$ cat src/rtl/pk_pkg.sv
package pk_pkg;

   // Comparison applied between the measured swing and the threshold.
   typedef enum logic {
      CMP_STRICT    = 1'b0,   // above when swing >  threshold
      CMP_INCLUSIVE = 1'b1    // above when swing >= threshold
   } pk_cmp_e;

   // Tracker orientation.
   typedef enum logic {
      TRK_MAX = 1'b0,
      TRK_MIN = 1'b1
   } pk_trk_e;

endpackage

$ cat src/rtl/pk_extreme_tracker.sv
module pk_extreme_tracker #(
   parameter int             SAMPLE_W = 10,
   parameter pk_pkg::pk_trk_e KIND    = pk_pkg::TRK_MAX
) (
   input  logic                clk,
   input  logic                rst_n,
   input  logic                upd,        // accepted sample this cycle
   input  logic                reseed,     // measurement closes this cycle
   input  logic [SAMPLE_W-1:0] sample,
   output logic [SAMPLE_W-1:0] value_q,
   output logic [SAMPLE_W-1:0] value_nxt,  // value after this cycle's update
   output logic                flag_q,
   output logic                flag_nxt    // settle flag after this cycle's update
);

   localparam logic [SAMPLE_W-1:0] MID = SAMPLE_W'(1) << (SAMPLE_W - 1);

   logic beats;

   generate
      if (KIND == pk_pkg::TRK_MAX) begin : g_max
         assign beats = (sample > value_q);
      end else begin : g_min
         assign beats = (sample < value_q);
      end
   endgenerate

   assign value_nxt = (upd && beats) ? sample : value_q;
   assign flag_nxt  = flag_q && (!upd || beats);

   always_ff @(posedge clk or negedge rst_n) begin
      if (!rst_n) begin
         value_q <= MID;
         flag_q  <= 1'b1;
      end else if (reseed) begin
         value_q <= MID;
         flag_q  <= 1'b1;
      end else begin
         value_q <= value_nxt;
         flag_q  <= flag_nxt;
      end
   end

endmodule

$ cat src/rtl/pk_decide.sv
module pk_decide #(
   parameter int              SAMPLE_W = 10,
   parameter pk_pkg::pk_cmp_e CMP_MODE = pk_pkg::CMP_STRICT
) (
   input  logic                clk,
   input  logic                rst_n,
   input  logic                fire,
   input  logic [SAMPLE_W-1:0] hi,
   input  logic [SAMPLE_W-1:0] lo,
   input  logic [SAMPLE_W-1:0] thresh,
   output logic                res_valid,
   output logic                res_above,
   output logic [SAMPLE_W-1:0] res_p2p
);

   logic [SAMPLE_W-1:0] swing;
   logic                over;

   // hi is never below mid-scale and lo never above it, so no borrow.
   assign swing = hi - lo;

   generate
      if (CMP_MODE == pk_pkg::CMP_INCLUSIVE) begin : g_incl
         assign over = (swing >= thresh);
      end else begin : g_strict
         assign over = (swing > thresh);
      end
   endgenerate

   always_ff @(posedge clk or negedge rst_n) begin
      if (!rst_n) begin
         res_valid <= 1'b0;
         res_above <= 1'b0;
         res_p2p   <= '0;
      end else begin
         res_valid <= fire;
         if (fire) begin
            res_above <= over;
            res_p2p   <= swing;
         end
      end
   end

endmodule

$ cat src/rtl/pk_p2p_detector.sv
module pk_p2p_detector #(
   parameter int              SAMPLE_W = 10,
   parameter pk_pkg::pk_cmp_e CMP_MODE = pk_pkg::CMP_STRICT
) (
   input  logic                clk,
   input  logic                rst_n,
   input  logic                smp_valid,
   input  logic [SAMPLE_W-1:0] smp_data,
   input  logic [SAMPLE_W-1:0] thresh,
   output logic                res_valid,
   output logic                res_above,
   output logic [SAMPLE_W-1:0] res_p2p
);

   localparam int NTRK = 2;

   generate
      if (SAMPLE_W < 2 || SAMPLE_W > 32) begin : g_bad_width
         $error("pk_p2p_detector: SAMPLE_W must lie in 2..32");
      end
   endgenerate

   logic [SAMPLE_W-1:0] trk_val  [NTRK];
   logic [SAMPLE_W-1:0] trk_nxt  [NTRK];
   logic [NTRK-1:0]     trk_flag;
   logic [NTRK-1:0]     trk_fnxt;
   logic                done;

   // Index 0 follows the maximum, index 1 the minimum.
   generate
      for (genvar gi = 0; gi < NTRK; gi++) begin : g_trk
         pk_extreme_tracker #(
            .SAMPLE_W (SAMPLE_W),
            .KIND     ((gi == 0) ? pk_pkg::TRK_MAX : pk_pkg::TRK_MIN)
         ) u_trk (
            .clk       (clk),
            .rst_n     (rst_n),
            .upd       (smp_valid),
            .reseed    (done),
            .sample    (smp_data),
            .value_q   (trk_val[gi]),
            .value_nxt (trk_nxt[gi]),
            .flag_q    (trk_flag[gi]),
            .flag_nxt  (trk_fnxt[gi])
         );
      end
   endgenerate

   assign done = smp_valid && (trk_fnxt == '0);

   pk_decide #(
      .SAMPLE_W (SAMPLE_W),
      .CMP_MODE (CMP_MODE)
   ) u_decide (
      .clk       (clk),
      .rst_n     (rst_n),
      .fire      (done),
      .hi        (trk_nxt[0]),
      .lo        (trk_nxt[1]),
      .thresh    (thresh),
      .res_valid (res_valid),
      .res_above (res_above),
      .res_p2p   (res_p2p)
   );

   // Named views of tracker state for the bound checker.
   logic [SAMPLE_W-1:0] max_q;
   logic [SAMPLE_W-1:0] min_q;
   logic                fmax_q;
   logic                fmin_q;

   assign max_q  = trk_val[0];
   assign min_q  = trk_val[1];
   assign fmax_q = trk_flag[0];
   assign fmin_q = trk_flag[1];

endmodule

$ cat config.mk
export PLATFORM = sky130hd
export DESIGN_NAME = pk_p2p_detector
export DESIGN_NICKNAME = d
export VERILOG_FILES = /design/src/rtl/pk_pkg.sv /design/src/rtl/pk_extreme_tracker.sv /design/src/rtl/pk_decide.sv /design/src/rtl/pk_p2p_detector.sv
export SDC_FILE = /design/constraint.sdc
export NUM_CORES = 1
export LEC_CHECK = 0
export ABC_AREA = 1
export BUFFER_PORTS_ARGS = -buffer_cell sky130_fd_sc_hd__buf_2
export CORE_MARGIN = 2
export CORE_UTILIZATION = 50
export CTS_CLUSTER_DIAMETER = 80
export DETAILED_ROUTE_END_ITERATION = 10
export PLACE_DENSITY = 0.71
export SYNTH_ARGS = -nofsm -noshare
export SYNTH_HDL_FRONTEND = slang
export SYNTH_SLANG_ARGS = --single-unit
$ cat constraint.sdc
create_clock -name clk -period 3.6 [get_ports clk]
set_input_delay 0.36 -clock clk [delete_from_list [all_inputs] [get_ports clk]]
set_output_delay 0.36 -clock clk [all_outputs]
set_load 0.02 [all_outputs]
==> summary.txt <==
Drt
  – Total Wirelength: about 8500 µm
  – DRC errors left: 0
  – Via density: 5.172
  – Post-DR wirelength/cell: 14.48 µm
  – Vias: 3041
  – Initial DRC count: 146
  – Routed Antenna Nets: 0
  – Iteration count of the initial detailed-routing pass: 4

Yosys
  – Synth warnings: 0
  – Number of enable flip-flop cells after synthesis: 0
  – Cells after Synth: 403
  – FFs w/ async S/R, synth: 100.0%
  – Ys flop type: dfrtp_1
  – Yosys reg bits: 34
  – Synth cell count leaders: nand2_1 (116), inv_1 (63), ha_1 (37), dfrtp_1 (30), nand2_2 (26)
  – Synthesized Nets: 463
  – Mean post-synth cell area: 7.476 µm²
  – Post-synthesis cell area: 0.003013 mm²
  – Top-count cell post-synth: nand2_1
  – Synth top area share: 24.92%
  – Netlist cell types: 36
  – Seq/Total Area, Yosys: 28.41%
  – Top cell type by total area after synthesis: dfrtp_1
  – Ranking of synthesized cells by area: dfrtp_1 (25%), ha_1 (15%), nand2_1 (14%), inv_1 (7.8%), nand2_2 (5.4%)

Clock network
  – Total CTS buffers: 5
  – Clk_lat worst skew: 290 ps
  – CTS tree: done
  – Clk buf depth: 2
  – Worst-path clk slew: around 70 ps
  – Root Driver: clkbuf_8
  – Clk sinks: 34
  – Hold_buf cts: 0
  – H-tree depth: 2

Placement
  – GP Congestion: 0.8859
  – Post-DP HPWL: 5932 µm
  – Post-place setup slack: -414.4 ps
  – PortBufs: 34

Timing
  – Post-layout min period: 3738 ps
  – Setup-failing EPs final: 1
  – Final worst-path cycle share: 103.8%
  – Fmax: 267.5 MHz
  – Worst rel slew slack: 46.27%
  – Slew at the pin closest to its max-slew limit: just over 800 ps
  – Slew Viols, Final: 0
  – Setup Skew: between 6 and 7 ps
  – RSZ-0062 raised after global routing: yes
  – Final Hold Viols: 0
  – Setup ws final: -138.4 ps
  – WHS: ~150 ps
  – Setup tns final: -138.4 ps

Global route
  – Global-route wire length before repair: roughly 14000 µm
  – GR Util All Layers: 27.37%
  – Largest net degree at the start of global routing: 35
  – Number of global-route vias before repair: between 2000 and 3000
  – Total grt overflow: 0
  – Initial antenna violation count: 0

Cells and area
  – Area grow syn2layout: 40.07%
  – Post-layout util: a little under three quarters
  – Antenna cells: 0
  – Final nets: 573
  – Share of cells above drive strength 1: a little over two fifths
  – Fillers: 464
  – Multi-input logic area: 0.002167 mm²
  – Register area: 855.8 µm²

Setup path
  – WP data arrival: 3970 ps
  – Crit. End Element: flip-flop
  – CP max FO: 6
  – CP required: 3830 ps
  – Crit path launch type: flip-flop
  – Crit path kind: flip-flop to flip-flop

Floorplanning
  – Die height: ~80 µm
  – Initial Utilization: 51.19%
  – Core area: 0.005886 mm²
  – DIE AREA: 0.006663 mm²
  – I/O pin cnt: 35
  – Die Width: 81.63 µm
  – Cell row count: 28

Run status
  – Violated checks: setup timing
  – Status: finished, violations left

Run
  – Max Cap Viol: 0

Min path
  – HP Class: input port to asynchronous set/reset pin
[cell families after synthesis]
group	after synthesis	synth area share, %
AO/OA/AOI/OAI	36	7.642
XOR/XNOR	4	1.661
AND/OR/NAND/NOR	220	37.75
buffers and inverters	72	9.178
adder cells (fa/ha/maj)	37	15.37
flip-flops	34	28.41
[layer usage]
metal / vias to the layer above / track usage, % / share of wire, %
li1: 1506 / - / -
met1: 1432 / 33.36 / 42
met2: 87 / 48.77 / 51
met3: 16 / 3.187 / 4.2
met4: 0 / 11.50 / 2.7
met5: - / 0 / 0
[state kept, by name (all words and copies together), names as in the netlist]
register / count
u_decide.res_p2p: 10
g_trk.u_trk.value_q: 20
u_decide.res_valid: 1
g_trk.u_trk.flag_q: 2
u_decide.res_above: 1
[per-stage QoR]
step                cell area [µm²]  std cells
floorplan                      3063        403
global placement               3739        563
detailed placement             3739        563
CTS                            4140        586
global route                   4220        588
finish                         4220        588
[layout by cell type, fill, tap and decap left out, types with 3 or more instances in the layout]
cell / n
a21oi_1: 6
and2_1: 6
and2_4: 4
buf_2: 34
buf_4: 69
buf_6: 4
clkbuf_8: 5
dfrtp_1: 30
dfstp_2: 4
ha_1: 28
ha_4: 9
inv_1: 53
inv_2: 8
inv_4: 3
nand2_1: 101
nand2_2: 37
nand2_4: 6
nand3_1: 12
nand3_2: 6
nand3_4: 3
nand4_1: 14
nand4_4: 3
nor2_1: 20
nor2_4: 3
o21ai_0: 4
o21ai_1: 8
o21ai_2: 5
[layout make-up]
type | instances | share of cell area, %
multi-input cells | 298 | 51.35
clock inverters | 2 | 0.2372
flip-flops and latches | 34 | 20.28
repair inverters | 1 | 0.1482
inverters | 64 | 5.929
clock buffers | 5 | 1.631
well taps | 75 | 2.224
repair buffers | 109 | 18.20
[critical path, stage by stage, from the launching register on]
cell	delay (ps)
dfstp_2	530
inv_2	50
ha_4	270
nand2_4	60
nor2_4	140
nand3_2	110
nand3_4	110
nand3_4	140
inv_4	120
nand2_1	50
o21ai_1	90
ha_1	310
buf_6	140
nand2_1	80
inv_1	60
a21boi_2	190
nand3_2	110
and2_4	180
ha_4	260
nand4_1	140
nor3_2	150
o21ai_1	90
o211ai_1	90
nand3_1	90
nand2_1	100
[path summary, 6_finish.rpt]
check                                                         start                                  end  slack (ps)  depth (start not counted)
worst max register to register  g_trk[0].u_trk.value_q[9]$_DFF_PN1_       u_decide.res_above$_DFFE_PN0P_        -140                         24
min in group clk                    u_decide.res_p2p[4]$_DFFE_PN0P_      u_decide.res_p2p[4]$_DFFE_PN0P_         480                          2
worst max-delay path            g_trk[0].u_trk.value_q[9]$_DFF_PN1_       u_decide.res_above$_DFFE_PN0P_        -140                         24
max in group asynchronous                                     rst_n  g_trk[1].u_trk.value_q[2]$_DFF_PN0_        2950                          1
worst min-delay path                                          rst_n      u_decide.res_p2p[4]$_DFFE_PN0P_         150                          1
worst min register to register      u_decide.res_p2p[4]$_DFFE_PN0P_      u_decide.res_p2p[4]$_DFFE_PN0P_         480                          2
[repair_timing]
| item | CTS | global route |
|---|---|---|
| pin swaps | 36 | 17 |
| buffers inserted | 14 | 2 |
| gates resized for setup | 52 | 20 |
| setup endpoints to repair | 1 | 2 |
| gates cloned | 2 | 0 |
Power is not shown: default switching activity piles up to over one toggle a cycle in this logic, so the estimate is an artifact.
